===== config.mk =====
export PLATFORM = sky130hd
export DESIGN_NAME = pcie_rp_irq_agg
export DESIGN_NICKNAME = d
export VERILOG_FILES = /design/src/rtl/pcie_rp_irq_pkg.sv /design/src/rtl/rp_cfg_reg.sv /design/src/rtl/rp_sticky_bank.sv /design/src/rtl/rp_src_qualify.sv /design/src/rtl/pcie_rp_irq_agg.sv
export SDC_FILE = /design/constraint.sdc
export NUM_CORES = 1
export LEC_CHECK = 0
export BUFFER_PORTS_ARGS = -buffer_cell sky130_fd_sc_hd__buf_2
export CELL_PAD_IN_SITES_DETAIL_PLACEMENT = 1
export CELL_PAD_IN_SITES_GLOBAL_PLACEMENT = 1
export CORE_MARGIN = 4
export CORE_UTILIZATION = 47
export DETAILED_ROUTE_END_ITERATION = 7
export GPL_TIMING_DRIVEN = 0
export PLACE_DENSITY = 0.95
export SETUP_SLACK_MARGIN = 0.5
export SLEW_MARGIN = 10
export SYNTH_ARGS = -nofsm -noshare
export SYNTH_HDL_FRONTEND = slang
export SYNTH_HIERARCHICAL = 1
export SYNTH_SLANG_ARGS = --single-unit
export TNS_END_PERCENT = 20

===== constraint.sdc =====
create_clock -name clk_i -period 2.9 [get_ports clk_i]
set_clock_uncertainty 0.1 [all_clocks]
set_input_delay 0.29 -clock clk_i [delete_from_list [all_inputs] [get_ports clk_i]]
set_output_delay 0.29 -clock clk_i [all_outputs]
set_load 0.05 [all_outputs]

===== src/rtl/pcie_rp_irq_pkg.sv =====
package pcie_rp_irq_pkg;
  localparam int unsigned ADDR_W = 5;
  localparam int unsigned DATA_W = 32;

  localparam logic [ADDR_W-1:0] A_CMD    = 5'd0;
  localparam logic [ADDR_W-1:0] A_DEVCTL = 5'd1;
  localparam logic [ADDR_W-1:0] A_RCTL   = 5'd2;
  localparam logic [ADDR_W-1:0] A_RECMD  = 5'd3;
  localparam logic [ADDR_W-1:0] A_RSTAT  = 5'd4;
  localparam logic [ADDR_W-1:0] A_RERR   = 5'd5;
  localparam logic [ADDR_W-1:0] A_CORST  = 5'd6;
  localparam logic [ADDR_W-1:0] A_CORMSK = 5'd7;
  localparam logic [ADDR_W-1:0] A_UNCST  = 5'd8;
  localparam logic [ADDR_W-1:0] A_UNCMSK = 5'd9;
  localparam logic [ADDR_W-1:0] A_UNCSEV = 5'd10;
  localparam logic [ADDR_W-1:0] A_SECST  = 5'd11;
  localparam logic [ADDR_W-1:0] A_SECMSK = 5'd12;
  localparam logic [ADDR_W-1:0] A_PMEST  = 5'd13;
  localparam logic [ADDR_W-1:0] A_PMEEN  = 5'd14;
  localparam logic [ADDR_W-1:0] A_ERRST  = 5'd15;
  localparam logic [ADDR_W-1:0] A_ERREN  = 5'd16;

  // source index in the qualified vector
  localparam int unsigned S_PME    = 0;
  localparam int unsigned S_FMSG   = 1;
  localparam int unsigned S_NFMSG  = 2;
  localparam int unsigned S_CMSG   = 3;
  localparam int unsigned S_COR    = 4;
  localparam int unsigned S_UNCF   = 5;
  localparam int unsigned S_UNCNF  = 6;
  localparam int unsigned S_MDPE   = 7;
  localparam int unsigned S_STA    = 8;
  localparam int unsigned S_RTA    = 9;
  localparam int unsigned S_PMEMSG = 10;
  localparam int unsigned S_ERRDET = 11;
  localparam int unsigned NSRC     = 12;
endpackage


===== src/rtl/rp_cfg_reg.sv =====
module rp_cfg_reg #(
  parameter int unsigned W = 4
) (
  input  logic         clk_i,
  input  logic         rst_ni,
  input  logic         we_i,
  input  logic [W-1:0] d_i,
  output logic [W-1:0] q_o
);
  always_ff @(posedge clk_i or negedge rst_ni) begin
    if (!rst_ni)   q_o <= '0;
    else if (we_i) q_o <= d_i;
  end

  p_cfg_hold_r10: assert property (@(posedge clk_i) disable iff (!rst_ni)
    !we_i |=> $stable(q_o));
endmodule


===== src/rtl/rp_sticky_bank.sv =====
module rp_sticky_bank #(
  parameter int unsigned W = 8
) (
  input  logic         clk_i,
  input  logic         rst_ni,
  input  logic [W-1:0] set_i,
  input  logic [W-1:0] clr_i,
  output logic [W-1:0] q_o
);
  // set beats clear
  always_ff @(posedge clk_i or negedge rst_ni) begin
    if (!rst_ni) q_o <= '0;
    else         q_o <= (q_o & ~clr_i) | set_i;
  end

  p_set_wins_r2: assert property (@(posedge clk_i) disable iff (!rst_ni)
    (|set_i) |=> ((q_o & $past(set_i)) == $past(set_i)));

  p_clr_r2: assert property (@(posedge clk_i) disable iff (!rst_ni)
    (|(clr_i & ~set_i)) |=> ((q_o & $past(clr_i & ~set_i)) == '0));
endmodule


===== src/rtl/rp_src_qualify.sv =====
module rp_src_qualify
  import pcie_rp_irq_pkg::*;
#(
  parameter int unsigned NCOR = 8,
  parameter int unsigned NUNC = 16,
  parameter int unsigned NPME = 4,
  parameter int unsigned NERR = 8
) (
  input  logic [1:0]      cmd_i,
  input  logic [1:0]      devctl_i,
  input  logic [3:0]      rctl_i,
  input  logic [2:0]      recmd_i,
  input  logic            rstat_i,
  input  logic [2:0]      rerr_i,
  input  logic [NCOR-1:0] cor_st_i,
  input  logic [NCOR-1:0] cor_msk_i,
  input  logic [NUNC-1:0] unc_st_i,
  input  logic [NUNC-1:0] unc_msk_i,
  input  logic [NUNC-1:0] unc_sev_i,
  input  logic [2:0]      sec_st_i,
  input  logic [2:0]      sec_msk_i,
  input  logic [NPME-1:0] pme_st_i,
  input  logic [NPME-1:0] pme_en_i,
  input  logic [NERR-1:0] err_st_i,
  input  logic [NERR-1:0] err_en_i,
  output logic [NSRC-1:0] src_o
);
  logic [NUNC-1:0] unc_fatal_hit, unc_nf_hit;

  for (genvar i = 0; i < NUNC; i++) begin : g_unc
    logic live;
    assign live             = unc_st_i[i] & ~unc_msk_i[i];
    assign unc_fatal_hit[i] = live &  unc_sev_i[i];
    assign unc_nf_hit[i]    = live & ~unc_sev_i[i];
  end

  logic serr_en;
  assign serr_en = cmd_i[0];

  always_comb begin
    src_o            = '0;
    src_o[S_PME]     = rstat_i & rctl_i[3];
    src_o[S_FMSG]    = rerr_i[2] & (recmd_i[2] | rctl_i[2]);
    src_o[S_NFMSG]   = rerr_i[1] & (recmd_i[1] | rctl_i[1]);
    src_o[S_CMSG]    = rerr_i[0] & (recmd_i[0] | rctl_i[0]);
    src_o[S_COR]     = (|(cor_st_i & ~cor_msk_i)) & recmd_i[0];
    src_o[S_UNCF]    = (|unc_fatal_hit) & (devctl_i[1] | serr_en);
    src_o[S_UNCNF]   = (|unc_nf_hit)    & (devctl_i[0] | serr_en);
    src_o[S_MDPE]    = sec_st_i[0] & ~sec_msk_i[0] & cmd_i[1];
    src_o[S_STA]     = sec_st_i[1] & ~sec_msk_i[1];
    src_o[S_RTA]     = sec_st_i[2] & ~sec_msk_i[2];
    src_o[S_PMEMSG]  = |(pme_st_i & pme_en_i);
    src_o[S_ERRDET]  = |(err_st_i & err_en_i);
  end
endmodule


===== src/rtl/pcie_rp_irq_agg.sv =====
module pcie_rp_irq_agg
  import pcie_rp_irq_pkg::*;
#(
  parameter int unsigned NCOR = 8,
  parameter int unsigned NUNC = 16,
  parameter int unsigned NPME = 4,
  parameter int unsigned NERR = 8
) (
  input  logic              clk_i,
  input  logic              rst_ni,
  input  logic              reg_we_i,
  input  logic [ADDR_W-1:0] reg_addr_i,
  input  logic [DATA_W-1:0] reg_wdata_i,
  output logic [DATA_W-1:0] reg_rdata_o,
  input  logic              evt_pme_i,
  input  logic [2:0]        evt_rmsg_i,
  input  logic [NCOR-1:0]   evt_cor_i,
  input  logic [NUNC-1:0]   evt_unc_i,
  input  logic [2:0]        evt_sec_i,
  input  logic [NPME-1:0]   evt_pmemsg_i,
  input  logic [NERR-1:0]   evt_err_i,
  output logic              irq_o
);
  function automatic logic hit(input logic [ADDR_W-1:0] a);
    return reg_we_i && (reg_addr_i == a);
  endfunction

  logic [1:0]      cmd_q, devctl_q;
  logic [3:0]      rctl_q;
  logic [2:0]      recmd_q, rerr_q, sec_q, secmsk_q;
  logic [0:0]      rstat_q;
  logic [NCOR-1:0] cor_q, cormsk_q;
  logic [NUNC-1:0] unc_q, uncmsk_q, uncsev_q;
  logic [NPME-1:0] pme_q, pmeen_q;
  logic [NERR-1:0] err_q, erren_q;

  // control registers
  rp_cfg_reg #(.W(2)) u_cmd (.clk_i, .rst_ni, .we_i(hit(A_CMD)),
    .d_i(reg_wdata_i[1:0]), .q_o(cmd_q));
  rp_cfg_reg #(.W(2)) u_devctl (.clk_i, .rst_ni, .we_i(hit(A_DEVCTL)),
    .d_i(reg_wdata_i[1:0]), .q_o(devctl_q));
  rp_cfg_reg #(.W(4)) u_rctl (.clk_i, .rst_ni, .we_i(hit(A_RCTL)),
    .d_i(reg_wdata_i[3:0]), .q_o(rctl_q));
  rp_cfg_reg #(.W(3)) u_recmd (.clk_i, .rst_ni, .we_i(hit(A_RECMD)),
    .d_i(reg_wdata_i[2:0]), .q_o(recmd_q));
  rp_cfg_reg #(.W(NCOR)) u_cormsk (.clk_i, .rst_ni, .we_i(hit(A_CORMSK)),
    .d_i(reg_wdata_i[NCOR-1:0]), .q_o(cormsk_q));
  rp_cfg_reg #(.W(NUNC)) u_uncmsk (.clk_i, .rst_ni, .we_i(hit(A_UNCMSK)),
    .d_i(reg_wdata_i[NUNC-1:0]), .q_o(uncmsk_q));
  rp_cfg_reg #(.W(NUNC)) u_uncsev (.clk_i, .rst_ni, .we_i(hit(A_UNCSEV)),
    .d_i(reg_wdata_i[NUNC-1:0]), .q_o(uncsev_q));
  rp_cfg_reg #(.W(3)) u_secmsk (.clk_i, .rst_ni, .we_i(hit(A_SECMSK)),
    .d_i(reg_wdata_i[2:0]), .q_o(secmsk_q));
  rp_cfg_reg #(.W(NPME)) u_pmeen (.clk_i, .rst_ni, .we_i(hit(A_PMEEN)),
    .d_i(reg_wdata_i[NPME-1:0]), .q_o(pmeen_q));
  rp_cfg_reg #(.W(NERR)) u_erren (.clk_i, .rst_ni, .we_i(hit(A_ERREN)),
    .d_i(reg_wdata_i[NERR-1:0]), .q_o(erren_q));

  // sticky status, write-1-to-clear
  rp_sticky_bank #(.W(1)) u_rstat (.clk_i, .rst_ni, .set_i(evt_pme_i),
    .clr_i(hit(A_RSTAT) ? reg_wdata_i[0:0] : 1'b0), .q_o(rstat_q));
  rp_sticky_bank #(.W(3)) u_rerr (.clk_i, .rst_ni, .set_i(evt_rmsg_i),
    .clr_i(hit(A_RERR) ? reg_wdata_i[2:0] : 3'b0), .q_o(rerr_q));
  rp_sticky_bank #(.W(NCOR)) u_cor (.clk_i, .rst_ni, .set_i(evt_cor_i),
    .clr_i(hit(A_CORST) ? reg_wdata_i[NCOR-1:0] : '0), .q_o(cor_q));
  rp_sticky_bank #(.W(NUNC)) u_unc (.clk_i, .rst_ni, .set_i(evt_unc_i),
    .clr_i(hit(A_UNCST) ? reg_wdata_i[NUNC-1:0] : '0), .q_o(unc_q));
  rp_sticky_bank #(.W(3)) u_sec (.clk_i, .rst_ni, .set_i(evt_sec_i),
    .clr_i(hit(A_SECST) ? reg_wdata_i[2:0] : 3'b0), .q_o(sec_q));
  rp_sticky_bank #(.W(NPME)) u_pme (.clk_i, .rst_ni, .set_i(evt_pmemsg_i),
    .clr_i(hit(A_PMEST) ? reg_wdata_i[NPME-1:0] : '0), .q_o(pme_q));
  rp_sticky_bank #(.W(NERR)) u_err (.clk_i, .rst_ni, .set_i(evt_err_i),
    .clr_i(hit(A_ERRST) ? reg_wdata_i[NERR-1:0] : '0), .q_o(err_q));

  logic unused_wdata;
  assign unused_wdata = ^reg_wdata_i;

  logic [NSRC-1:0] src;

  rp_src_qualify #(.NCOR(NCOR), .NUNC(NUNC), .NPME(NPME), .NERR(NERR)) u_qual (
    .cmd_i(cmd_q), .devctl_i(devctl_q), .rctl_i(rctl_q), .recmd_i(recmd_q),
    .rstat_i(rstat_q[0]), .rerr_i(rerr_q),
    .cor_st_i(cor_q), .cor_msk_i(cormsk_q),
    .unc_st_i(unc_q), .unc_msk_i(uncmsk_q), .unc_sev_i(uncsev_q),
    .sec_st_i(sec_q), .sec_msk_i(secmsk_q),
    .pme_st_i(pme_q), .pme_en_i(pmeen_q),
    .err_st_i(err_q), .err_en_i(erren_q),
    .src_o(src)
  );

  always_ff @(posedge clk_i or negedge rst_ni) begin
    if (!rst_ni) irq_o <= 1'b0;
    else         irq_o <= |src;
  end

  always_comb begin
    reg_rdata_o = '0;
    unique case (reg_addr_i)
      A_CMD:    reg_rdata_o[1:0]      = cmd_q;
      A_DEVCTL: reg_rdata_o[1:0]      = devctl_q;
      A_RCTL:   reg_rdata_o[3:0]      = rctl_q;
      A_RECMD:  reg_rdata_o[2:0]      = recmd_q;
      A_RSTAT:  reg_rdata_o[0:0]      = rstat_q;
      A_RERR:   reg_rdata_o[2:0]      = rerr_q;
      A_CORST:  reg_rdata_o[NCOR-1:0] = cor_q;
      A_CORMSK: reg_rdata_o[NCOR-1:0] = cormsk_q;
      A_UNCST:  reg_rdata_o[NUNC-1:0] = unc_q;
      A_UNCMSK: reg_rdata_o[NUNC-1:0] = uncmsk_q;
      A_UNCSEV: reg_rdata_o[NUNC-1:0] = uncsev_q;
      A_SECST:  reg_rdata_o[2:0]      = sec_q;
      A_SECMSK: reg_rdata_o[2:0]      = secmsk_q;
      A_PMEST:  reg_rdata_o[NPME-1:0] = pme_q;
      A_PMEEN:  reg_rdata_o[NPME-1:0] = pmeen_q;
      A_ERRST:  reg_rdata_o[NERR-1:0] = err_q;
      A_ERREN:  reg_rdata_o[NERR-1:0] = erren_q;
      default:  reg_rdata_o           = '0;
    endcase
  end

  p_irq_rise_r3: assert property (@(posedge clk_i) disable iff (!rst_ni)
    (|src) |=> irq_o);
  p_irq_fall_r3: assert property (@(posedge clk_i) disable iff (!rst_ni)
    !(|src) |=> !irq_o);
  p_pme_gate_r4: assert property (@(posedge clk_i) disable iff (!rst_ni)
    !rctl_q[3] |-> !src[S_PME]);
  p_cor_gate_r6: assert property (@(posedge clk_i) disable iff (!rst_ni)
    !recmd_q[0] |-> !src[S_COR]);
  p_uncf_gate_r7: assert property (@(posedge clk_i) disable iff (!rst_ni)
    ((uncsev_q & unc_q & ~uncmsk_q) == '0) |-> !src[S_UNCF]);
  p_evt_gate_r9: assert property (@(posedge clk_i) disable iff (!rst_ni)
    (erren_q == '0) |-> !src[S_ERRDET]);
endmodule


==> flow_results.xml <==
<?xml version="1.0" encoding="UTF-8"?>
<metrics>
  <group name="synth">
    <metric name="synth_cells" unit="">572</metric>
    <metric name="synth_top_area_frac" unit="">0.446</metric>
    <metric name="synth.area.top_cells" unit="">dfrtp_1 45%, mux2_4 8.8%, mux2_2 5.7%</metric>
    <metric name="postSynth.asyncResetShare" unit="">1.00</metric>
    <metric name="post_synth_instance_area" unit="um2">6180</metric>
    <metric name="synth_edf_count" unit="">0</metric>
    <metric name="yosys_warnings" unit="">6</metric>
    <metric name="register_area_share_after_synthesis" unit="">0.446</metric>
    <metric name="synth.largest_area_cell" unit="">dfrtp_1</metric>
    <metric name="synth_area_per_cell" unit="um2">10.8</metric>
    <metric name="postSynth.topFlopCell" unit="">dfrtp_1</metric>
    <metric name="ys_ff_latch" unit="">110</metric>
    <metric name="yosys.cell_types.count" unit="">50</metric>
  </group>
  <group name="layout">
    <metric name="area_delta_synth_final" unit="%">18.1</metric>
    <metric name="layout.nets" unit="">768</metric>
    <metric name="layout.cell_area.non_filler" unit="um2">7290</metric>
    <metric name="post_route_cells_drive_above_1_share" unit="">0.310</metric>
    <metric name="mostFrequentLayoutCell" unit="">dfrtp_1</metric>
    <metric name="antennaDiodeCount" unit="">0</metric>
    <metric name="fill_cells" unit="">1438</metric>
    <metric name="layout_common_cells" unit="">110 x dfrtp_1, 93 x buf_2, 52 x inv_1</metric>
  </group>
  <group name="timing">
    <metric name="maxSlewHeadroom" unit="">0.610</metric>
    <metric name="drv_slew" unit="">0</metric>
    <metric name="achievable-frequency" unit="GHz">0.403</metric>
    <metric name="finalSetupViolCount" unit="">0</metric>
    <metric name="setup-tns-final" unit="ns">0</metric>
    <metric name="final.hold.worst_slack" unit="ns">0.00905</metric>
    <metric name="layout_worst_path_cycle_share" unit="">0.856</metric>
    <metric name="unrepaired_setup_endpoints_after_global_routing" unit="">true</metric>
    <metric name="max_slew.worst_pin.slew" unit="ns">0.581</metric>
    <metric name="shortest_period_the_worst_path_allows" unit="ns">2.48</metric>
    <metric name="finalWorstSetupSlack" unit="ns">0.418</metric>
    <metric name="report.final.hold_viol_count" unit="">0</metric>
  </group>
  <group name="power">
    <metric name="static-leakage-power" unit="nW">3.31</metric>
    <metric name="ir_worst_vdd" unit="mV">0.391</metric>
    <metric name="pwr_density_cell" unit="nW/um2">581</metric>
    <metric name="post-layout-total-power" unit="mW">4.24</metric>
  </group>
  <group name="floorplan">
    <metric name="dieWidth" unit="um">123</metric>
    <metric name="coreArea" unit="um2">12700</metric>
    <metric name="die_height" unit="um">123</metric>
    <metric name="num_io_pins" unit="">116</metric>
    <metric name="dieArea" unit="um2">15000</metric>
    <metric name="floorplan.rows" unit="">41</metric>
    <metric name="initial_core_util" unit="">0.486</metric>
  </group>
  <group name="drt">
    <metric name="drt_first_pass_iters" unit="">5</metric>
    <metric name="detail_route.iter0.violations" unit="">474</metric>
    <metric name="detailroute.via_count" unit="">5066</metric>
    <metric name="post_drt_wl_per_cell" unit="um">23.3</metric>
    <metric name="route.detailed.drc" unit="">0</metric>
    <metric name="ant_nets" unit="">0</metric>
    <metric name="vias_per_cell" unit="">5.88</metric>
    <metric name="finalWirelength" unit="mm">20.1</metric>
  </group>
  <group name="clocking">
    <metric name="htreeDepth" unit="">3</metric>
    <metric name="cts_tree" unit="">built</metric>
    <metric name="cts-buffers-inserted" unit="">9</metric>
    <metric name="cts-root-buf" unit="">clkbuf_16</metric>
    <metric name="cts_setup_buffers" unit="">0</metric>
    <metric name="clkLatencyLatePin" unit="ns">0.36</metric>
    <metric name="cts.clk_slew.worst_paths" unit="ns">0.07</metric>
    <metric name="cts-root-to-sink-buffers" unit="">2</metric>
    <metric name="cts.sink_count" unit="">110</metric>
  </group>
  <group name="global_route">
    <metric name="grt_antenna_before_repair" unit="">1</metric>
    <metric name="grt_pass1_vias" unit="">5349</metric>
    <metric name="first_pass_grt_wire_length" unit="mm">31.1</metric>
    <metric name="maximum_number_of_pins_on_one_net_before_global_route_repair" unit="">61</metric>
    <metric name="grt.overflow.total" unit="">0</metric>
    <metric name="grt_util_all_layers" unit="">0.276</metric>
  </group>
  <group name="placed_design">
    <metric name="numPortBuffers" unit="">82</metric>
    <metric name="post_dp_cell_area" unit="um2">6890</metric>
    <metric name="place.gp.congestion" unit="">0.944</metric>
    <metric name="preCtsSetupSlack" unit="ns">0.439</metric>
    <metric name="place.detailed.hpwl" unit="mm">14.7</metric>
  </group>
  <group name="run">
    <metric name="cap_viol_max_count" unit="">0</metric>
  </group>
  <group name="critical_path">
    <metric name="crit_path_max_fanout" unit="">3</metric>
    <metric name="setup.worst_path.class" unit="">flip-flop to output port</metric>
    <metric name="timing.critical_path.arrival" unit="ns">2.09</metric>
    <metric name="critical_path_required" unit="ns">2.51</metric>
    <metric name="end_kind" unit="">output port</metric>
    <metric name="setup.worst_path.start_class" unit="">flip-flop</metric>
    <metric name="timing.critical_path.from" unit="">u_rctl/q_o[2]$_DFFE_PN0P_</metric>
    <metric name="r2r_start" unit="">u_unc/q_o[2]$_DFF_PN0_</metric>
  </group>
  <group name="status">
    <metric name="status" unit="">completed</metric>
  </group>
  <group name="worst_hold_path">
    <metric name="hold_path.class" unit="">input pin to flip-flop</metric>
    <metric name="holdCritStartpoint" unit="">evt_cor_i[7]</metric>
  </group>
</metrics>
## power breakdown
group          switching (mW)  leakage, nW  internal [mW]  total, mW
combinational           0.429         1.90          0.408      0.837
clock                   0.575        0.176          0.894       1.47
sequential              0.215         1.23           1.72       1.93
## stage by stage
| step | instances | utilization |
|---|---|---|
| 5_1_grt | 862 | 0.573 |
| 2_1_floorplan | 587 | - |
| 3_5_place_dp | 842 | 0.542 |
| 6_report | 862 | 0.573 |
| 4_1_cts | 860 | 0.572 |
| 3_3_place_gp | 841 | 0.539 |
## critical path, cell delays in order, from the launching register on
cell and delay, ns:
dfrtp_1 0.43, mux4_2 0.48, nor3b_1 0.16, a221oi_2 0.18, nand4b_1 0.21, buf_2 0.27
## metal layers
layer,global-route usage,vias up,share of wire
li1,-,2238,-
met1,0.351,2599,0.41
met2,0.482,196,0.51
met3,0.0521,33,0.057
met4,0.0756,0,0.020
met5,0,-,0
## cell type report
| type | count | area (um2) | share of cell area |
|---|---|---|---|
| timing repair buffer | 87 | 484 | 0.0664 |
| clock inverter | 5 | 104 | 0.0142 |
| tap | 172 | 215 | 0.0295 |
| multi-input combinational | 381 | 2970 | 0.407 |
| sequential | 110 | 2750 | 0.377 |
| clock buffer | 11 | 253 | 0.0347 |
| buffer | 44 | 323 | 0.0443 |
| inverter | 52 | 195 | 0.0268 |
## cell usage after synthesis (5+ instances only)
master	count
o21ai_0	6
nand3b_1	22
nor3b_1	18
a21o_1	43
mux2_4	36
nor4_1	8
nor2b_1	6
nand3_1	12
mux2i_1	8
inv_1	52
nand4_1	6
nand2_1	23
dfrtp_1	110
buf_4	19
mux2_2	31
clkbuf_1	5
a22oi_1	30
nor2_1	18
and2_1	18
buf_6	5
and3_1	37
buf_2	12
## repair_timing
item	in CTS	in global routing
setup endpoints to repair	3	5
hold endpoints to repair	51	2
hold buffers	2	2
gates resized for setup	1	1
## state kept, by name, summed over array words and instances (netlist names), 8 cells and up
| register | flops |
|---|---|
| u_erren/q_o | 8 |
| u_uncsev/q_o | 16 |
| u_uncmsk/q_o | 16 |
| u_cor/q_o | 8 |
| u_err/q_o | 8 |
| u_cormsk/q_o | 8 |
| u_unc/q_o | 16 |
## kinds of logic after synthesis
group	synth area share
buffers and inverters	0.0839
and+or+nand+nor	0.176
muxes	0.164
other	0.000607
DFF	0.446
AOI/OAI and AO/OA	0.130
## path summary, 6_finish.rpt
check,end,slack (ns),depth (start not counted)
min reg2reg,u_sec/q_o[0]$_DFF_PN0_,0.42,1
max,reg_rdata_o[2],0.42,5
min,u_cor/q_o[7]$_DFF_PN0_,0.009,2
max reg2reg,irq_o$_DFF_PN0_,0.74,6
min in group asynchronous,u_unc/q_o[10]$_DFF_PN0_,0.35,2
max in group asynchronous,u_rctl/q_o[1]$_DFFE_PN0P_,1.68,3
Note: power is estimated with default switching activity, not from simulation.
